### config.mk
export PLATFORM = sky130hd
export DESIGN_NAME = nand_timing_calc
export DESIGN_NICKNAME = d
export VERILOG_FILES = /design/src/rtl/nt_pkg.sv /design/src/rtl/nt_speed_sel.sv /design/src/rtl/nt_divider.sv /design/src/rtl/nand_timing_calc.sv
export SDC_FILE = /design/constraint.sdc
export NUM_CORES = 2
export LEC_CHECK = 0
export CAP_MARGIN = 20
export CORE_MARGIN = 3
export CORE_UTILIZATION = 45
export DETAILED_ROUTE_END_ITERATION = 7
export PLACE_DENSITY = 0.68
export SYNTH_ARGS = -nofsm -noshare
export SYNTH_HDL_FRONTEND = slang
export SYNTH_SLANG_ARGS = --single-unit
### constraint.sdc
create_clock -name clk -period 6.8 [get_ports clk]
set_input_delay 1.36 -clock clk [delete_from_list [all_inputs] [get_ports clk]]
set_output_delay 1.36 -clock clk [all_outputs]
set_load 0.02 [all_outputs]
### src/rtl/nt_pkg.sv
package nt_pkg;
  typedef enum logic [1:0] {
    SPD_SLOW = 2'd0,
    SPD_MID  = 2'd1,
    SPD_FAST = 2'd2
  } spd_e;

  localparam logic [1:0] WDLY_NONE = 2'd0;
  localparam logic [1:0] WDLY_4TO8 = 2'd1;

  typedef enum logic [2:0] {
    ST_IDLE,
    ST_ALS,
    ST_DS,
    ST_DH,
    ST_BSY,
    ST_RDN,
    ST_COMMIT,
    ST_FIN
  } st_e;
endpackage

### src/rtl/nt_speed_sel.sv
module nt_speed_sel
  import nt_pkg::*;
#(
  parameter int     TW       = 32,
  parameter int     PER_W    = 16,
  parameter int     SLOW_LIM = 30000,
  parameter int     MID_LIM  = 25000,
  parameter longint SLOW_HZ  = 22000000,
  parameter longint MID_HZ   = 80000000,
  parameter longint FAST_HZ  = 100000000
) (
  input  logic [TW-1:0]    trc_i,
  output spd_e             sel_o,
  output logic [1:0]       wdly_o,
  output logic [PER_W-1:0] per_o
);
  localparam longint PS_PER_SEC = 64'd1000000000000;
  localparam logic [PER_W-1:0] PER_SLOW = PER_W'(PS_PER_SEC / SLOW_HZ);
  localparam logic [PER_W-1:0] PER_MID  = PER_W'(PS_PER_SEC / MID_HZ);
  localparam logic [PER_W-1:0] PER_FAST = PER_W'(PS_PER_SEC / FAST_HZ);

  always_comb begin
    if (trc_i >= TW'(SLOW_LIM)) begin
      sel_o  = SPD_SLOW;
      wdly_o = WDLY_4TO8;
      per_o  = PER_SLOW;
    end else if (trc_i >= TW'(MID_LIM)) begin
      sel_o  = SPD_MID;
      wdly_o = WDLY_NONE;
      per_o  = PER_MID;
    end else begin
      sel_o  = SPD_FAST;
      wdly_o = WDLY_NONE;
      per_o  = PER_FAST;
    end
  end
endmodule

### src/rtl/nt_divider.sv
module nt_divider #(
  parameter int W = 32
) (
  input  logic         clk,
  input  logic         rst,
  input  logic         start_i,
  input  logic [W-1:0] dvd_i,
  input  logic [W-1:0] dvs_i,
  output logic [W-1:0] quo_o,
  output logic         done_o
);
  localparam int CW = $clog2(W + 1);

  logic [W-1:0]  rem_q;
  logic [W-1:0]  dvs_q;
  logic [CW-1:0] cnt_q;
  logic          run_q;
  logic [W:0]    shifted;
  logic [W:0]    trial;

  // one restoring step: bring down the next dividend bit and try a subtract
  assign shifted = {rem_q, quo_o[W-1]};
  assign trial   = shifted - {1'b0, dvs_q};

  always_ff @(posedge clk) begin
    if (rst) begin
      rem_q  <= '0;
      dvs_q  <= '0;
      quo_o  <= '0;
      cnt_q  <= '0;
      run_q  <= 1'b0;
      done_o <= 1'b0;
    end else begin
      done_o <= 1'b0;
      if (start_i) begin
        quo_o <= dvd_i;
        dvs_q <= dvs_i;
        rem_q <= '0;
        cnt_q <= CW'(W);
        run_q <= 1'b1;
      end else if (run_q) begin
        if (trial[W]) begin
          rem_q <= shifted[W-1:0];
          quo_o <= {quo_o[W-2:0], 1'b0};
        end else begin
          rem_q <= trial[W-1:0];
          quo_o <= {quo_o[W-2:0], 1'b1};
        end
        cnt_q <= cnt_q - 1'b1;
        if (cnt_q == CW'(1)) begin
          run_q  <= 1'b0;
          done_o <= 1'b1;
        end
      end
    end
  end
endmodule

### src/rtl/nand_timing_calc.sv
module nand_timing_calc
  import nt_pkg::*;
#(
  parameter int TW        = 32,
  parameter int CNT_W     = 16,
  parameter int BUSY_W    = 16,
  parameter int BUSY_SH   = 12,
  parameter int PER_W     = 16,
  parameter int MARGIN_PS = 4000,
  parameter int SCALE_SH  = 3
) (
  input  logic                      clk,
  input  logic                      rst,
  input  logic                      start_i,
  input  logic [TW-1:0]             trc_min_i,
  input  logic [TW-1:0]             tals_min_i,
  input  logic [TW-1:0]             tds_min_i,
  input  logic [TW-1:0]             tdh_min_i,
  input  logic [TW-1:0]             twb_max_i,
  input  logic [TW-1:0]             tr_max_i,
  input  logic [TW-1:0]             trea_max_i,
  input  logic [TW-1:0]             dll_thresh_i,
  output logic [1:0]                clk_sel_o,
  output logic [1:0]                wr_dly_o,
  output logic [CNT_W-1:0]          addr_setup_o,
  output logic [CNT_W-1:0]          data_setup_o,
  output logic [CNT_W-1:0]          data_hold_o,
  output logic [BUSY_W+BUSY_SH-1:0] busy_tmo_o,
  output logic [TW-1:0]             rd_sample_o,
  output logic                      dll_en_o,
  output logic                      half_per_o,
  output logic                      done_o
);
  localparam int SDW = 2 * TW;

  st_e              state;
  spd_e             sel_w, sel_q;
  logic [1:0]       wdly_w, wdly_q;
  logic [PER_W-1:0] per_w, per_q;
  logic [TW-1:0]    tals_q, tds_q, tdh_q, tsum_q, trea_q, thr_q;
  logic [CNT_W-1:0] als_q, ds_q, dh_q;
  logic [BUSY_W-1:0] bsy_q;
  logic [TW-1:0]    fac_q;
  logic             div_go, div_done;
  logic [TW-1:0]    dvd, dvs, div_q;
  logic [TW-1:0]    per32, refp;
  logic             per_gt;
  logic [SDW-1:0]   trp, sdly;
  logic             sd_pos;

  nt_speed_sel #(.TW(TW), .PER_W(PER_W)) u_spd (
    .trc_i  (trc_min_i),
    .sel_o  (sel_w),
    .wdly_o (wdly_w),
    .per_o  (per_w)
  );

  nt_divider #(.W(TW)) u_div (
    .clk     (clk),
    .rst     (rst),
    .start_i (div_go),
    .dvd_i   (dvd),
    .dvs_i   (dvs),
    .quo_o   (div_q),
    .done_o  (div_done)
  );

  assign per32  = TW'(per_q);
  assign per_gt = per32 > thr_q;
  assign refp   = per_gt ? (per32 >> 1) : per32;
  assign trp    = SDW'(ds_q) * SDW'(per_q);
  assign sdly   = (SDW'(trea_q) + SDW'(MARGIN_PS) - trp) << SCALE_SH;
  assign sd_pos = !sdly[SDW-1] && (sdly != '0);

  // operands for the shared divider, picked by the current step
  always_comb begin
    dvs = per32;
    unique case (state)
      ST_ALS:  dvd = tals_q + per32 - 1'b1;
      ST_DS:   dvd = tds_q + per32 - 1'b1;
      ST_DH:   dvd = tdh_q + per32 - 1'b1;
      ST_BSY:  dvd = tsum_q + per32 - 1'b1;
      ST_RDN: begin
        dvd = sdly[TW-1:0];
        dvs = refp;
      end
      default: dvd = '0;
    endcase
  end

  always_ff @(posedge clk) begin
    if (rst) begin
      state        <= ST_IDLE;
      div_go       <= 1'b0;
      done_o       <= 1'b0;
      sel_q        <= SPD_SLOW;
      wdly_q       <= '0;
      per_q        <= '0;
      tals_q       <= '0;
      tds_q        <= '0;
      tdh_q        <= '0;
      tsum_q       <= '0;
      trea_q       <= '0;
      thr_q        <= '0;
      als_q        <= '0;
      ds_q         <= '0;
      dh_q         <= '0;
      bsy_q        <= '0;
      fac_q        <= '0;
      clk_sel_o    <= '0;
      wr_dly_o     <= '0;
      addr_setup_o <= '0;
      data_setup_o <= '0;
      data_hold_o  <= '0;
      busy_tmo_o   <= '0;
      rd_sample_o  <= '0;
      dll_en_o     <= 1'b0;
      half_per_o   <= 1'b0;
    end else begin
      div_go <= 1'b0;
      done_o <= 1'b0;
      unique case (state)
        ST_IDLE: if (start_i) begin
          sel_q  <= sel_w;
          wdly_q <= wdly_w;
          per_q  <= per_w;
          tals_q <= tals_min_i;
          tds_q  <= tds_min_i;
          tdh_q  <= tdh_min_i;
          tsum_q <= twb_max_i + tr_max_i;
          trea_q <= trea_max_i;
          thr_q  <= dll_thresh_i;
          div_go <= 1'b1;
          state  <= ST_ALS;
        end
        ST_ALS: if (div_done) begin
          als_q  <= CNT_W'(div_q);
          div_go <= 1'b1;
          state  <= ST_DS;
        end
        ST_DS: if (div_done) begin
          ds_q   <= CNT_W'(div_q);
          div_go <= 1'b1;
          state  <= ST_DH;
        end
        ST_DH: if (div_done) begin
          dh_q   <= CNT_W'(div_q);
          div_go <= 1'b1;
          state  <= ST_BSY;
        end
        ST_BSY: if (div_done) begin
          bsy_q <= BUSY_W'(div_q);
          if (sd_pos) begin
            div_go <= 1'b1;
            state  <= ST_RDN;
          end else begin
            fac_q <= '0;
            state <= ST_COMMIT;
          end
        end
        ST_RDN: if (div_done) begin
          fac_q <= div_q;
          state <= ST_COMMIT;
        end
        ST_COMMIT: begin
          clk_sel_o    <= sel_q;
          wr_dly_o     <= wdly_q;
          addr_setup_o <= als_q;
          data_setup_o <= ds_q;
          data_hold_o  <= dh_q;
          busy_tmo_o   <= {bsy_q, {BUSY_SH{1'b0}}};
          rd_sample_o  <= fac_q;
          dll_en_o     <= fac_q != '0;
          half_per_o   <= per_gt && (fac_q != '0);
          state        <= ST_FIN;
        end
        ST_FIN: begin
          done_o <= 1'b1;
          state  <= ST_IDLE;
        end
        default: state <= ST_IDLE;
      endcase
    end
  end
endmodule

* After elaboration in Yosys (flattened, before gate mapping)
Cells that the tools add are included.
** Word-level totals
- Input bits :: 259
- Logic and storage cells :: 120
- Register bits after elaboration :: 519
** Operators by class
- Reductions and logical operators :: 18
- Magnitude comparators :: 3
- Multiplexer cells :: 36
- Bitwise logic cells :: 1
- Add/sub/neg operators :: 13
- Multipliers :: 1
- Equality and inequality tests :: 15
** Operators by type and width (number)
- 2-to-1 mux 32 bit :: 7
- one-hot mux 32 bit (5 select lines) :: 1
- adder 32 x 16 -> 32 bit :: 4
- subtractor 32 x 1 -> 32 bit (second input constant) :: 4
- greater-or-equal comparator 32 x 15 -> 1 bit (second input constant) :: 2
- one-hot mux 32 bit (2 select lines) :: 1
- nonzero test 64 bit :: 1
- subtractor 33 x 32 -> 34 bit :: 1
- adder 32 x 12 -> 33 bit (second input constant) :: 1
- subtractor 33 x 32 -> 33 bit :: 1
- adder 32 bit :: 1
- > comparator 16 x 32 -> 1 bit :: 1
- multiplier 16 x 16 -> 32 bit :: 1
- 2-to-1 mux 16 bit :: 2
- nonzero test 32 bit :: 1
- one-hot mux 3 bit (8 select lines) :: 1
- 2-to-1 mux 3 bit :: 6
- 2-to-1 mux 13 bit :: 1
- == test 3 bit (second input constant) :: 4
- 2-to-1 mux 6 bit :: 2
- 2-to-1 mux 1 bit :: 11
- inequality test 2 x 1 -> 1 bit (second input constant) :: 5
- AND reduction 2 bit :: 5
- == test 3 x 2 -> 1 bit (second input constant) :: 2
- other kinds (15) :: 21

* Longest topological paths before layout
- Word-level depth :: 7
- Depth in mapped cells :: 29
- Depth with buffers taken out :: 26

* By module
From an unflattened synthesis, not the netlist that was laid out.
** Second synthesis, totals
- Cells, all modules :: 5396
- Area, all modules :: 41936.5 um^2
** Modules (own cells, without submodules)
- nand_timing_calc :: instances 1, cells an instance 4604, area an instance 35499.0 um^2
- nt_divider :: instances 1, cells an instance 754, area an instance 6165.9 um^2
- nt_speed_sel :: instances 1, cells an instance 38, area an instance 271.5 um^2

* Worst setup path before layout
No wires, ideal clock.
- Path type :: register to register
- Start :: reg per_q[3]
- End :: reg fac_q[10]
- Clock period less this slack :: 6720 ps
- Slack :: 80 ps
- Data arrival time :: 6603 ps
- Required time :: 6683 ps
- Setup time :: 117 ps
- Cell stages (with the launch flop) :: 27
- Cells stage by stage :: dfxtp_1 -> clkbuf_1 -> nand2_1 -> fa_1 -> inv_1 -> fa_1 -> fa_1 -> inv_1 -> fa_1 -> fa_1 -> inv_1 -> fa_1 -> inv_1 -> ha_1 -> clkbuf_1 -> a21oi_1 -> o22ai_1 -> a211oi_1 -> o21bai_1 -> xnor2_1 -> o2111ai_1 -> nor4_1 -> nand4_1 -> nor4_2 -> o41ai_4 -> buf_6 -> a22o_1
** On the way
- Longest elaborated chain between the ends :: 6
- Elaborated cells between the ends (all ways) :: 7
** Ends and longest elaborated chain
- start, declared :: line nand_timing_calc.sv:39 : logic [PER_W-1:0] per_w, per_q;
- start signal, assigned :: line nand_timing_calc.sv:126 : per_q <= per_w;
- multiplier 16 x 16 -> 32 bit * :: line nand_timing_calc.sv:71 : assign trp = SDW'(ds_q) * SDW'(per_q);
- subtractor 33 x 32 -> 34 bit * :: line nand_timing_calc.sv:72 : assign sdly = (SDW'(trea_q) + SDW'(MARGIN_PS) - trp) << SCALE_SH;
- nonzero test 64 bit or logical NOT 1 bit (tied branches) :: line nand_timing_calc.sv:73 : assign sd_pos = !sdly[SDW-1] && (sdly != '0);
- logical AND 1 bit * :: line nand_timing_calc.sv:73
- inequality test 2 bit (no line) *
- AND reduction 4 bit (no line) *
- end signal, assigned :: line nand_timing_calc.sv:162 : fac_q <= div_q;
- end, declared :: line nand_timing_calc.sv:43 : logic [TW-1:0] fac_q;
Mark *: on every way between the ends. The rest lies on a longest branch, timed or not.
A chain may end at the register's enable or synchronous reset.

* Worst setup path in the final report
- Start :: reg per_q[12]
- End :: reg fac_q[23]
Same word-level chain as after synthesis.

==> flow_metrics.env <==
export IMPL_drive_above_1_share=0.0898
export IMPL_grt_pass1_wl_mm=188
export IMPL_status="complete, but fails checks"
export IMPL_clock_sinks=488
export IMPL_via_per_inst=5.42
export IMPL_synth_seq_cells=488
export IMPL_worst_pin_slew_ps=1110
export IMPL_multi_input_area_um2=25300
export IMPL_cpPeakStageDelay_ps=540
export IMPL_overflow=0
export IMPL_htree_levels=2
export IMPL_gp_congestion=1.01
export IMPL_postSynthCellCount=4900
export IMPL_layout_common_cells="nand2_1 (847), inv_1 (654), a21oi_1 (582)"
export IMPL_synth_top_area_share=0.258
export IMPL_finalSetupViolCount=34
export IMPL_maxSlewViolCount=0
export IMPL_synthArstFlopShare=0
export IMPL_drc=0
export IMPL_wire_per_inst_um=19.0
export IMPL_worstPathMaxFanout=8
export IMPL_fin_nets=6189
export IMPL_first_global_vias=33400
export IMPL_timing_slew_headroom=0.252
export IMPL_clkSlewWorstSetupHoldPaths_ps=60
export IMPL_dp_cells=6339
export IMPL_wl_mm=123
export IMPL_fin_worst_skew_ps=35.8
export IMPL_ys_flop_type="dfxtp_1"
export IMPL_stdcell_count=6462
export IMPL_max_clock_freq_ghz=0.143
export IMPL_seq_area_frac_synth=0.258
export IMPL_synth_distinct_cells=91
export IMPL_peakVddDrop_v=0.000221
export IMPL_cp_start_kind="register"
export IMPL_cts_tree="done"
export IMPL_dieArea_um2=87700
export IMPL_max_cap_violations=0
export IMPL_ff_latch_area_um2=9790
export IMPL_clk_latency_ps=640
export IMPL_cp_arrival_ps=7500
export IMPL_clock_path_buffers=3
export IMPL_crit_type="register to register"
export IMPL_path_buf_inv=9
export IMPL_failed_checks="setup timing"
export IMPL_yosys_warnings=0
export IMPL_crit_path_top_delay_cell="or4_4"
export IMPL_worst_hold_path_type="register to register"
export IMPL_min_period_over_period=1.03
export IMPL_post_dp_hpwl_mm=95.5
export IMPL_synth_edff_count=0
export IMPL_syn_avg_cell_area_um2=7.73
export IMPL_finalCriticalPeriod_ps=6980
export IMPL_postRouteAntennaNets=0
export IMPL_grt_max_degree=110
export IMPL_yosysTopAreaCell="dfxtp_1"
export IMPL_layout_setup_ws_ps=-181
export IMPL_synthesis_area_um2=37900
export IMPL_cp_end_kind="register"
export IMPL_areaGrowthSynthToFinish_pct=22.8
export IMPL_die_x_um=296
export IMPL_hold_viol=0
export IMPL_leakage_nw=19.8
export IMPL_fillers=7827
export IMPL_path_delay_family="adder cells"
export IMPL_final_common_cell="nand2_1"
export IMPL_fp_row_count=105
export IMPL_start_util=0.458
export IMPL_numCtsBuffers=54
export IMPL_cp_common_cell="fa_1"
export IMPL_antenna_found_initial=1
export IMPL_rsz0062_at_grt="yes"
export IMPL_place_ws_ps=-441
export IMPL_root_buffer="clkbuf_16"
export IMPL_vias=35100
export IMPL_port_buffers=357
export IMPL_grt_use_total=0.274
export IMPL_die_h_um=296
export IMPL_ys_top_cells_by_area="dfxtp_1 (26%), ha_1 (13%), fa_1 (10%), nand2_1 (8.5%), a21oi_1 (7.8%)"
export IMPL_dr_pass1_iters=5
export IMPL_drt_iter0_markers=2430
export IMPL_coreArea_um2=82800
export IMPL_cp_data_required_time_ps=7310
export IMPL_ios=374
export IMPL_p_per_area_nw_per_um2=274
-- power by group --
part | switching (mW) | internal [mW] | leakage, nW
logic | 3.59 | 2.70 | 14.9
clock network | 1.30 | 1.85 | 0.929
registers | 0.235 | 3.05 | 3.98
total | 5.12 | 7.59 | 19.8
-- Yosys cell counts (all sizes together) (18+ instances only) --
library cell  count
a21oi           591
a221oi           18
nor4             35
or3              25
o22ai            23
nand3            63
o21bai           38
a211oi           57
a21o             77
dfxtp           488
and2             97
and3             24
inv             668
a31oi            34
nand2           854
nor2b            20
buf              32
o211ai           21
xnor2           109
ha              386
nor2            252
nor3             67
fa              194
nand2b           42
mux2i            28
nand4            26
o21a             20
o21ai           155
a22o             37
xor2             59
clkbuf          190
-- through the flow --
step	power [mW]	TNS, ps	hold slack (ps)	area [µm²]	util
finish	12.7	-4750	447	46500	0.562
global route	13.5	-13610	464	46500	0.562
CTS	12.6	-6320	445	46400	0.560
detailed placement	9.16	-14880	444	43700	0.528
global placement	9.10	-10070	438	43700	0.528
floorplan	7.07	0	431	37900	-
-- metal layers --
| layer | wire, µm | global-route usage | vias to the layer above |
|---|---|---|---|
| met3 | 7700 | 0.0440 | 218 |
| met5 | 0 | 0 | - |
| met1 | 52400 | 0.357 | 16600 |
| met2 | 57700 | 0.457 | 969 |
| li1 | - | - | 17200 |
| met4 | 4960 | 0.103 | 0 |
-- repair_timing --
action                                  4_1_cts  5_1_grt
endpoints found under the setup margin       35       35
setup buffers                                13        8
hold buffers                                  0        0
gates cloned                                  6        0
gates resized for setup                     117       22
pin swaps                                    30       35
-- kinds of logic after synthesis --
kind of cell             after synthesis  share of synthesized area
AO/OA/AOI/OAI                       1194                      0.194
XOR/XNOR                             168                     0.0391
adder cells (fa/ha/maj)              580                      0.230
multiplexers                          29                    0.00770
other                                  1                  0.0000990
buffers and inverters                891                     0.0906
AND/OR/NAND/NOR                     1549                      0.181
flip-flops                           488                      0.258
-- cell type report --
class | count | share of cell area
Clock inverter | 25 | 0.00848
Tap cell | 1070 | 0.0288
Antenna cell | 1 | 0.0000538
Multi-Input combinational cell | 3533 | 0.544
Clock buffer | 72 | 0.0327
Timing Repair Buffer | 604 | 0.122
Sequential cell | 488 | 0.211
Inverter | 669 | 0.0540
-- path summary, 6_finish.rpt --
kind                                        startpoint                     endpoint  slack, ps  depth (start not counted)
worst max-delay path            per_q[12]$_SDFFE_PP0P_       fac_q[23]$_SDFFE_PP0P_       -180                         28
worst min-delay path              dh_q[2]$_SDFFE_PP0P_  data_hold_o[2]$_SDFFE_PP0P_        450                          2
worst max register to register  per_q[12]$_SDFFE_PP0P_       fac_q[23]$_SDFFE_PP0P_       -180                         28
worst min register to register    dh_q[2]$_SDFFE_PP0P_  data_hold_o[2]$_SDFFE_PP0P_        450                          2
-- tightest hold or removal path, delay by kind of cell, from the launching register on --
family	cells	cell delay, ps
compound gates	1	50
flops	1	310
simple gates	1	50
Note: power is estimated with default switching activity, not from simulation.
